### src/rtl/tl_pkg.sv
package tl_pkg;

  localparam int PHASE_W = 3;

  typedef enum logic [PHASE_W-1:0] {
    PH_MAIN_GO   = 3'd0,
    PH_MAIN_WARN = 3'd1,
    PH_ALL_STOP  = 3'd2,
    PH_SIDE_GO   = 3'd3,
    PH_SIDE_WARN = 3'd4
  } phase_t;

  // control -> datapath strobe bundle
  typedef struct packed {
    phase_t phase;
    logic   advance;
  } ctrlStrobes_t;

  typedef struct packed {
    logic red;
    logic yellow;
    logic green;
  } lamp_t;

endpackage

### src/rtl/tl_phase_ctrl.sv
module tl_phase_ctrl
  import tl_pkg::*;
(
  input  logic         clk,
  input  logic         rst,
  input  logic         phaseExpired,
  input  logic         mainRequest,
  input  logic         allRedRequest,
  input  logic         sidePresent,
  output ctrlStrobes_t strobes
);

  phase_t curPhase;
  phase_t nextPhase;
  phase_t targetPhase;

  always_comb begin
    nextPhase = curPhase;
    case (curPhase)
      PH_MAIN_GO:   if (mainRequest && phaseExpired) nextPhase = PH_MAIN_WARN;
      PH_MAIN_WARN: if (phaseExpired) nextPhase = allRedRequest ? PH_ALL_STOP : PH_SIDE_GO;
      PH_ALL_STOP:  if (phaseExpired) nextPhase = PH_SIDE_GO;
      PH_SIDE_GO:   if (sidePresent && phaseExpired) nextPhase = PH_SIDE_WARN;
      PH_SIDE_WARN: if (phaseExpired) nextPhase = PH_MAIN_GO;
      default:      nextPhase = PH_MAIN_GO;
    endcase
  end

  assign targetPhase = rst ? PH_MAIN_GO : nextPhase;

  always_ff @(posedge clk) begin
    if (rst) curPhase <= PH_MAIN_GO;
    else     curPhase <= nextPhase;
  end

  always_comb begin
    strobes.phase   = curPhase;
    strobes.advance = (targetPhase != curPhase);
  end

  assert_reset_main_R1: assert property (@(posedge clk)
    rst |=> curPhase == PH_MAIN_GO);

  assert_main_hold_R2: assert property (@(posedge clk) disable iff (rst)
    (curPhase == PH_MAIN_GO && !(mainRequest && phaseExpired)) |=> curPhase == PH_MAIN_GO);

  assert_warn_branch_R3: assert property (@(posedge clk) disable iff (rst)
    (curPhase == PH_MAIN_WARN && phaseExpired && allRedRequest) |=> curPhase == PH_ALL_STOP);

  assert_warn_direct_R3: assert property (@(posedge clk) disable iff (rst)
    (curPhase == PH_MAIN_WARN && phaseExpired && !allRedRequest) |=> curPhase == PH_SIDE_GO);

  assert_allstop_exit_R4: assert property (@(posedge clk) disable iff (rst)
    (curPhase == PH_ALL_STOP && phaseExpired) |=> curPhase == PH_SIDE_GO);

  assert_side_hold_R5: assert property (@(posedge clk) disable iff (rst)
    (curPhase == PH_SIDE_GO && !(sidePresent && phaseExpired)) |=> curPhase == PH_SIDE_GO);

  assert_sidewarn_exit_R6: assert property (@(posedge clk) disable iff (rst)
    (curPhase == PH_SIDE_WARN && phaseExpired) |=> curPhase == PH_MAIN_GO);

endmodule

### src/rtl/tl_lamp_drive.sv
module tl_lamp_drive
  import tl_pkg::*;
(
  input  logic         clk,
  input  logic         rst,
  input  ctrlStrobes_t strobes,
  output lamp_t        mainLamp,
  output lamp_t        sideLamp,
  output logic         phaseStep
);

  always_comb begin
    mainLamp = '0;
    sideLamp = '0;
    case (strobes.phase)
      PH_MAIN_GO:   begin mainLamp.green  = 1'b1; sideLamp.red = 1'b1; end
      PH_MAIN_WARN: begin mainLamp.yellow = 1'b1; sideLamp.red = 1'b1; end
      PH_SIDE_GO:   begin mainLamp.red = 1'b1; sideLamp.green  = 1'b1; end
      PH_SIDE_WARN: begin mainLamp.red = 1'b1; sideLamp.yellow = 1'b1; end
      default:      begin mainLamp.red = 1'b1; sideLamp.red    = 1'b1; end
    endcase
  end

  assign phaseStep = strobes.advance;

  assert_one_lamp_R7: assert property (@(posedge clk) disable iff (rst)
    $countones(mainLamp) == 1 && $countones(sideLamp) == 1);

  assert_one_red_min_R7: assert property (@(posedge clk) disable iff (rst)
    mainLamp.red || sideLamp.red);

  assert_step_changes_R8: assert property (@(posedge clk) disable iff (rst)
    phaseStep |=> !$stable(strobes.phase));

  assert_nostep_holds_R8: assert property (@(posedge clk) disable iff (rst)
    !phaseStep |=> $stable(strobes.phase));

endmodule

### src/rtl/traffic_junction_ctrl.sv
module traffic_junction_ctrl
  import tl_pkg::*;
(
  input  logic clk,
  input  logic rst,
  input  logic phaseExpired,
  input  logic mainRequest,
  input  logic allRedRequest,
  input  logic sidePresent,
  output logic mainRed,
  output logic mainYellow,
  output logic mainGreen,
  output logic sideRed,
  output logic sideYellow,
  output logic sideGreen,
  output logic phaseStep
);

  ctrlStrobes_t strobes;
  lamp_t        mainLamp;
  lamp_t        sideLamp;

  tl_phase_ctrl u_ctrl (
    .clk           (clk),
    .rst           (rst),
    .phaseExpired  (phaseExpired),
    .mainRequest   (mainRequest),
    .allRedRequest (allRedRequest),
    .sidePresent   (sidePresent),
    .strobes       (strobes)
  );

  tl_lamp_drive u_lamps (
    .clk       (clk),
    .rst       (rst),
    .strobes   (strobes),
    .mainLamp  (mainLamp),
    .sideLamp  (sideLamp),
    .phaseStep (phaseStep)
  );

  assign mainRed    = mainLamp.red;
  assign mainYellow = mainLamp.yellow;
  assign mainGreen  = mainLamp.green;
  assign sideRed    = sideLamp.red;
  assign sideYellow = sideLamp.yellow;
  assign sideGreen  = sideLamp.green;

endmodule

### config.mk
export PLATFORM = sky130hd
export DESIGN_NAME = traffic_junction_ctrl
export DESIGN_NICKNAME = d
export VERILOG_FILES = /design/src/rtl/tl_pkg.sv /design/src/rtl/tl_phase_ctrl.sv /design/src/rtl/tl_lamp_drive.sv /design/src/rtl/traffic_junction_ctrl.sv
export SDC_FILE = /design/constraint.sdc
export NUM_CORES = 1
export LEC_CHECK = 0
export ABC_AREA = 1
export BUFFER_PORTS_ARGS = -buffer_cell sky130_fd_sc_hd__buf_2
export CAP_MARGIN = 20
export CORE_AREA = 2 2 39 41
export DETAILED_ROUTE_END_ITERATION = 6
export DIE_AREA = 0 0 41 43
export GPL_ROUTABILITY_DRIVEN = 0
export PLACE_DENSITY = 0.43
export RECOVER_POWER = 50
export SYNTH_ARGS = -nofsm -noshare
export SYNTH_HDL_FRONTEND = slang
export SYNTH_HIERARCHICAL = 1
export SYNTH_SLANG_ARGS = --single-unit
### constraint.sdc
create_clock -name clk -period 4 [get_ports clk]
set_input_delay 1 -clock clk [delete_from_list [all_inputs] [get_ports clk]]
set_output_delay 1 -clock clk [all_outputs]
set_load 0.02 [all_outputs]
==> results.toml, run 1 <==
[die]
rows = 14
initial_core_util = 0.2306
io_pins = 13
die_area_um2 = 1763
core_um2 = 1384
dieHeight_um = 43
die_w_um = 41

[placement]
placed_cell_area_um2 = 391.6
dp.cells = 84
pre_cts_ws_ns = 1.158
port_buffers = 12
post-dp-hpwl_um = 527.3

[sta]
fin_crit_sh = 0.7110
setup_ws_ns = 1.156
clock.fmax_mhz = 351.6
rsz0062_at_grt = "no"
fin_crit_ns = 2.844
drv_slew = 0
setup_viol = 0
fin_skew_ns = 0.0006741
relSlewSlack = 0.7605
hold_viol = 0
finalSetupTns_ns = 0
max_slew.worst_pin.slew_ns = 0.3587
timing.hold.ws_ns = 0.6823

[clock_network]
clock_latency_ns = 0.23
cts-htree-levels = 1
postCtsHoldBufs = 0
clk_path_buf_depth = 2
cts_setup_buffers = 0
path_clk_slew_ns = 0.03
cts.sinks = 3
tritoncts = "done"
clockRootBuffer = "clkbuf_4"
cts_buffers = 3
cts-resized-gates = 0

[worst_setup_path]
worst-r2r-setup-slack_ns = 2.84
critPathLaunchType = "input pin"
cp_common_cell = "nand2_1"
path_class = "input pin to output port"
crit_path_end_kind = "output port"
cpMaxStageDelayCell = "buf_2"
worst_r2r_path_depth = 6
cp_max_fo = 3
reg2reg_from = "u_ctrl/curPhase[0]$_DFF_P_"
cp_num_buf_inv = 3
reg2reg_to = "u_ctrl/curPhase[0]$_DFF_P_"
critPathTopFamily = "simple AND/OR/NAND/NOR gates"
crit_path_cell_trace = "buf_2, inv_1, nor2_1, nand2_1, nand3_1, nand2_1, nand2_1, nand2_1, nand3_1, buf_2"
max_stage_delay_ns = 0.16
cp.required_ns = 3.00
worstPathArrival_ns = 1.84

[finish]
drive_gt1_frac = 0.2778
diodes = 0
top_register = "u_ctrl/curPhase"
largest_reg_flops = 3
fin_util = 0.2920
fin_nets = 79
stdcell_count = 88
final_area_um2 = 404.1
reg.largest.list = "u_ctrl/curPhase x3"
area_delta_synth_final_pct = 26.67

[logic_synthesis]
netlist.area_leader.share = 0.2471
synth_nets = 63
synthCells = 57
synthTopCellsByArea = "nand2_1 (25%), dfxtp_1 (19%), inv_1 (12%)"
synth_edf_count = 0
synth_most_common_cell = "nand2_1"
synth-main-ff-cell = "dfxtp_1"
netlist_area_um2 = 319.1
yosysTopAreaCell = "nand2_1"
yosys-top-cells-count = "nand2_1 (21), inv_1 (10), nand3_1 (7)"
async_flop_share = 0
avgSynthCellArea_um2 = 5.597
ys_seq_area_frac = 0.1882
synth_seq_cells = 3
post_synth_num_cell_types = 14
ys_warn_count = 6

[run]
maxCapViolCount = 0

[drt]
wl_um = 638
antenna_left = 0
wl_per_cell_um = 7.250
drtPass1Iterations = 3
drc = 0
vias_per_cell = 3.989
drt_iter0_drc = 3
dr_wl_met2_um = 283
top_layer = "met3"
drt-met1-wl_um = 318
wl_met3_um = 35
vias = 351

[global_route]
grt_pass1_wl_um = 1055
grt_max_degree = 12
grt_usage = 0.08818
grt_pass1_vias = 305
antenna_found_initial = 0
grt-ovfl-total = 0

[power]
peakVddDrop_uv = 205.7
p_total_uw = 118.4
leakage_nw = 0.2408
powerDensity_nw_per_um2 = 292.9

[status]
outcome = "completed"

[min_path]
hold_class = "flip-flop to flip-flop"
worstHoldStart = "u_ctrl/curPhase[2]$_DFF_P_"
hold_depth = 2
hold_end = "u_ctrl/curPhase[2]$_DFF_P_"
## worst reg2reg max path, delay by kind of cell, from the launching register on
family | cells | cell delay (ns)
and+or+nand+nor | 4 | 0.40
DFF | 1 | 0.49
buffers and inverters | 2 | 0.20
## layout by cell type (no fill, tap or decap)
| master | count |
|---|---|
| a21oi_4 | 1 |
| nor2_1 | 4 |
| dfxtp_1 | 3 |
| clkbuf_1 | 2 |
| o21ai_0 | 1 |
| nand2_1 | 21 |
| nor2_2 | 2 |
| or2_2 | 1 |
| nand2_2 | 2 |
| o21ai_1 | 1 |
| nand3_1 | 9 |
| clkbuf_4 | 3 |
| nor3_1 | 1 |
| buf_2 | 11 |
| inv_1 | 10 |
## worst max path at each step
stage          depth (start not counted)         to         start
2_1_floorplan                          7  phaseStep           rst
6_report                              10  phaseStep  phaseExpired
3_3_place_gp                          10  phaseStep  phaseExpired
3_5_place_dp                          10  phaseStep  phaseExpired
4_1_cts                               10  phaseStep  phaseExpired
5_1_grt                               10  phaseStep  phaseExpired
## layer usage
metal | up-vias | global-route usage
li1 | 202 | -
met1 | 140 | 0.08946
met2 | 9 | 0.1406
met3 | 0 | 0.06283
met4 | 0 | 0.02000
met5 | - | 0
## final cells by class
| cell class | count | area, um2 |
|---|---|---|
| Timing Repair Buffer | 12 | 58.81 |
| Inverter | 10 | 37.54 |
| Sequential cell | 3 | 60.06 |
| Tap cell | 16 | 20.02 |
| Fill cell | 179 | 979.7 |
| Clock buffer | 4 | 26.28 |
| Multi-Input combinational cell | 43 | 201.4 |
## power breakdown
part | leakage (nW) | switching (mW) | internal, mW
Clock | 0.0150 | 0.0139 | 0.0373
Combinational | 0.201 | 0.0196 | 0.0116
Sequential | 0.0245 | 0.00420 | 0.0317
Total | 0.241 | 0.0378 | 0.0806
## logic make-up after synthesis
group / count (synthesis) / share of synthesized area
flops: 3 / 0.1882
buf+inv: 11 / 0.1412
compound gates: 3 / 0.08234
simple gates: 40 / 0.5882
Power figures use the tool's default switching activity.
==> inputs of run 2 (changes only) <==
PLACE_DENSITY = 0.45   (was 0.43)
clock period = 2.55 ns   (was 4 ns; I/O delays follow)
==> run 2 against run 1 <==
  * Wire length up 3.1%
  * Global-route usage is 0.31 points higher
  * Sequential power increased by 57%
  * Critical endpoint unchanged
  * Largest cell class unchanged
==> results.toml, run 2 (synthesized netlist as in run 1, its figures left out) <==
[finish]
final_cell_mix = "nand2_1 (21), buf_2 (11), inv_1 (10)"
final_common_cell = "nand2_1"
area_delta_synth_final_pct = 25.88
drive_gt1_frac = 0.2500
largest_reg_flops = 3
fin_nets = 79
diodes = 0
reg.largest.list = "u_ctrl/curPhase x3"
top_register = "u_ctrl/curPhase"
stdcell_count = 88
fill_cells = 179

[worst_setup_path]
startpoint = "u_ctrl/curPhase[0]$_DFF_P_"
critPathLaunchType = "flip-flop"
crit_path_end_kind = "output port"
worstSetupEndpoint = "phaseStep"
reg2reg_to = "u_ctrl/curPhase[0]$_DFF_P_"
max_stage_delay_ns = 0.49
cp_max_fo = 9
worst_r2r_path_depth = 6
worstPathArrival_ns = 1.60
cp.required_ns = 1.91
reg2reg_from = "u_ctrl/curPhase[0]$_DFF_P_"
path_class = "flip-flop to output port"
cpMaxStageDelayCell = "dfxtp_1"
worst-r2r-setup-slack_ns = 1.39
crit_path_cell_trace = "inv_1, nor2_1, nand3_1, nand3_1, nand2_1, nand2_1, nand2_1, nand3_1, buf_2"

[global_route]
grt_max_degree = 12
grtUsageMet3 = 0.03141
met1_usage = 0.08654
grt_usage = 0.09127
antenna_found_initial = 0
grt_pass1_vias = 306
grt-ovfl-total = 0
top_usage_layer = "met2"
grt_pass1_wl_um = 1083
grt_use_met2 = 0.1531

[clock_network]
cts_setup_buffers = 0
path_clk_slew_ns = 0.04
clk_path_buf_depth = 2
postCtsHoldBufs = 0
clockRootBuffer = "clkbuf_4"
cts.sinks = 3
cts-resized-gates = 0
cts-htree-levels = 1
cts_buffers = 3
clock_latency_ns = 0.23
tritoncts = "done"

[drt]
vias = 370
antenna_left = 0
vias_per_cell = 4.205
drc = 0
wl_per_cell_um = 7.477
drt_iter0_drc = 4
drtPass1Iterations = 4
wl_um = 658

[sta]
drv_slew = 0
max_slew.worst_pin.slew_ns = 0.3540
clock.fmax_mhz = 447.3
relSlewSlack = 0.7636
rsz0062_at_grt = "no"
finalSetupTns_ns = 0
fin_crit_sh = 0.8768
setup_viol = 0
hold_viol = 0
fin_skew_ns = 0.003415
fin_crit_ns = 2.236

[die]
dieHeight_um = 43
initial_core_util = 0.2306
io_pins = 13
die_w_um = 41
core_um2 = 1384
rows = 14
die_area_um2 = 1763

[placement]
port_buffers = 12
dp.cells = 84
post-dp-hpwl_um = 529.6

[power]
leakage_nw = 0.2379
peakVddDrop_uv = 173.6
powerDensity_nw_per_um2 = 463.4

[min_path]
hold_class = "flip-flop to flip-flop"

[run]
maxCapViolCount = 0

[status]
outcome = "completed"
[run 2: cell counts in the layout (fill, tap and decap cells not counted)]
No cell type changed its count.
[run 2: cell type report]
class | instances | area, um2 | area share
Clock buffer | 4 | 26.28 | 0.06542
Inverter | 10 | 37.54 | 0.09346
Multi-Input combinational cell | 43 | 198.9 | 0.4953
Sequential cell | 3 | 60.06 | 0.1495
Tap cell | 16 | 20.02 | 0.04984
Timing Repair Buffer | 12 | 58.81 | 0.1464
[run 2: worst min path at each step]
stage	from	end	slack, ns	cells after the start
2_1_floorplan	u_ctrl/curPhase[2]$_DFF_P_	u_ctrl/curPhase[2]$_DFF_P_	0.62	2
4_1_cts	u_ctrl/curPhase[2]$_DFF_P_	u_ctrl/curPhase[2]$_DFF_P_	0.70	2
3_5_place_dp	u_ctrl/curPhase[2]$_DFF_P_	u_ctrl/curPhase[2]$_DFF_P_	0.69	2
5_1_grt	u_ctrl/curPhase[2]$_DFF_P_	u_ctrl/curPhase[2]$_DFF_P_	0.72	2
3_3_place_gp	u_ctrl/curPhase[2]$_DFF_P_	u_ctrl/curPhase[2]$_DFF_P_	0.70	2
6_report	u_ctrl/curPhase[2]$_DFF_P_	u_ctrl/curPhase[2]$_DFF_P_	0.68	2
[run 2: metal layers]
metal  up-vias  share of wire  wire [um]
li1        205              -          -
met1       157           0.45        299
met2         8           0.50        328
met3         0          0.046         30
met4         0              0          0
met5         -              0          0
[run 2: critical path, delay by kind of cell, from the launching register on]
kind | cells | cell delay, ns
DFF | 1 | 0.49
buffers and inverters | 2 | 0.30
and+or+nand+nor | 7 | 0.58
[run 2: power by group]
part / internal, mW / total [mW] / switching (mW)
Clock: 0.0585 / 0.0812 / 0.0226
Combinational: 0.0179 / 0.0487 / 0.0308
Sequential: 0.0497 / 0.0563 / 0.00658
Total: 0.126 / 0.186 / 0.0600
[run 2: stage by stage]
step / total power [mW] / setup slack, ns / util / area, um2 / hold WS, ns
after global routing: 0.2028 / 0.1356 / 0.2902 / 401.6 / 0.7179
final: 0.1861 / 0.3143 / 0.2902 / 401.6 / 0.6794
after CTS: 0.1947 / 0.2870 / 0.3020 / 417.9 / 0.6975
after detailed placement: 0.1099 / 0.4339 / 0.2830 / 391.6 / 0.6927
after global placement: 0.1097 / 0.4475 / 0.2830 / 391.6 / 0.6956
after floorplan: 0.09770 / 0.6356 / - / 319.1 / 0.6239
==> inputs of run 3 (changes only) <==
PLACE_DENSITY = 0.55   (was 0.45)
SLEW_MARGIN = 0   (was default)
==> run 3 against run 2 <==
  * Sequential power about the same
  * Clock skew decreased by 0.0015 ns
  * Clock power about the same
  * Die area unchanged
  * Critical path depth unchanged
  * Combinational power increased by 2%
  * Count of clock-buffer cells in the layout unchanged
  * Sequential share of layout area unchanged
  * Global-route usage decreased by 0.61 points
  * Final area unchanged
  * Worst hold slack got worse by 0.0090 ns
  * Non-clock buffer count unchanged
==> results.toml, run 3 (synthesized netlist as in run 1, its figures left out) <==
[die]
io_pins = 13
dieHeight_um = 43
die_w_um = 41
rows = 14
die_area_um2 = 1763
core_um2 = 1384
initial_core_util = 0.2306

[sta]
fin_crit_ns = 2.284
timing.hold.ws_ns = 0.6704
relSlewSlack = 0.7547
setup_viol = 0
clock.fmax_mhz = 437.8
hold_viol = 0
finalSetupTns_ns = 0
max_slew.worst_pin.slew_ns = 0.3674
drv_slew = 0
fin_crit_sh = 0.8958
fin_skew_ns = 0.001915
rsz0062_at_grt = "no"

[clock_network]
path_clk_slew_ns = 0.04
clock_latency_ns = 0.23
cts_buffers = 3
clk_path_buf_depth = 2
postCtsHoldBufs = 0
cts-htree-levels = 1
clockRootBuffer = "clkbuf_4"
tritoncts = "done"
cts-resized-gates = 0
cts.sinks = 3
cts_setup_buffers = 0

[min_path]
worstHoldStart = "u_ctrl/curPhase[2]$_DFF_P_"
hold_class = "flip-flop to flip-flop"

[worst_setup_path]
reg2reg_from = "u_ctrl/curPhase[0]$_DFF_P_"
cp.required_ns = 1.91
cp_max_fo = 9
critPathLaunchType = "flip-flop"
worstSetupEndpoint = "phaseStep"
worst_r2r_path_depth = 6
path_class = "flip-flop to output port"
reg2reg_to = "u_ctrl/curPhase[0]$_DFF_P_"
startpoint = "u_ctrl/curPhase[0]$_DFF_P_"
worst-r2r-setup-slack_ns = 1.35
worstPathArrival_ns = 1.65
crit_path_end_kind = "output port"

[global_route]
grt_pass1_vias = 291
grt_pass1_wl_um = 1007
grt_usage = 0.08517
grt-ovfl-total = 0
antenna_found_initial = 0
grt_max_degree = 12

[drt]
drt_iter0_drc = 2
vias = 363
antenna_left = 0
vias_per_cell = 4.125
drc = 0
wl_per_cell_um = 7.557
drtPass1Iterations = 3
wl_um = 665

[placement]
port_buffers = 12
post-dp-hpwl_um = 516.4
placed_cell_area_um2 = 391.6
dp.cells = 84

[power]
powerDensity_nw_per_um2 = 465.7
leakage_nw = 0.2414
peakVddDrop_uv = 140.2

[finish]
final_common_cell = "nand2_1"
fin_nets = 79
largest_reg_flops = 3
reg.largest.list = "u_ctrl/curPhase x3"
area_delta_synth_final_pct = 25.88
multi_input_area_um2 = 198.9
drive_gt1_frac = 0.2639
final_cell_mix = "nand2_1 (21), buf_2 (11), inv_1 (10)"
register_area_um2 = 60.06
stdcell_count = 88
diodes = 0
top_register = "u_ctrl/curPhase"
fin_util = 0.2902
final_area_um2 = 401.6
fill_cells = 165

[run]
maxCapViolCount = 0

[status]
outcome = "completed"
run 3: where the power goes:
group          switching, mW  leakage (nW)  internal (mW)
Sequential           0.00683        0.0245         0.0497
Clock                 0.0224        0.0150         0.0585
Combinational         0.0314         0.202         0.0182
Total                 0.0606         0.241          0.126
run 3: stage by stage:
step | worst slack, ns | power, mW
global route | 0.09225 | 0.2047
detailed placement | 0.4266 | 0.1099
finish | 0.2658 | 0.1870
global placement | 0.4513 | 0.1095
floorplan | 0.6356 | 0.09770
CTS | 0.2763 | 0.1950
run 3: layout make-up:
| cell class | count | share of cell area |
|---|---|---|
| clock buffers | 4 | 0.06542 |
| inverters | 10 | 0.09346 |
| multi-input cells | 43 | 0.4953 |
| flip-flops and latches | 3 | 0.1495 |
| well taps | 16 | 0.04984 |
| repair buffers | 12 | 0.1464 |
run 3: worst min path at each step:
stage                                             to  depth (start not counted)
after floorplan           u_ctrl/curPhase[2]$_DFF_P_                          2
after global placement    u_ctrl/curPhase[2]$_DFF_P_                          2
after detailed placement  u_ctrl/curPhase[2]$_DFF_P_                          2
after CTS                 u_ctrl/curPhase[2]$_DFF_P_                          2
after global routing      u_ctrl/curPhase[2]$_DFF_P_                          2
final                     u_ctrl/curPhase[2]$_DFF_P_                          2
run 3: layer usage:
layer | global-route usage | routed length (um)
met5 | 0 | 0
met4 | 0.08000 | 0
met3 | 0 | 30
met2 | 0.1406 | 326
met1 | 0.08946 | 308
run 3: critical path, cell delays in order, from the launching register on:
cell and delay (ns):
dfxtp_1 0.50, inv_1 0.16, nor2_1 0.15, nand3_1 0.09, nand3_1 0.12, nand2_1 0.08
nand2_1 0.07, nand2_1 0.05, nand3_1 0.06, buf_2 0.16
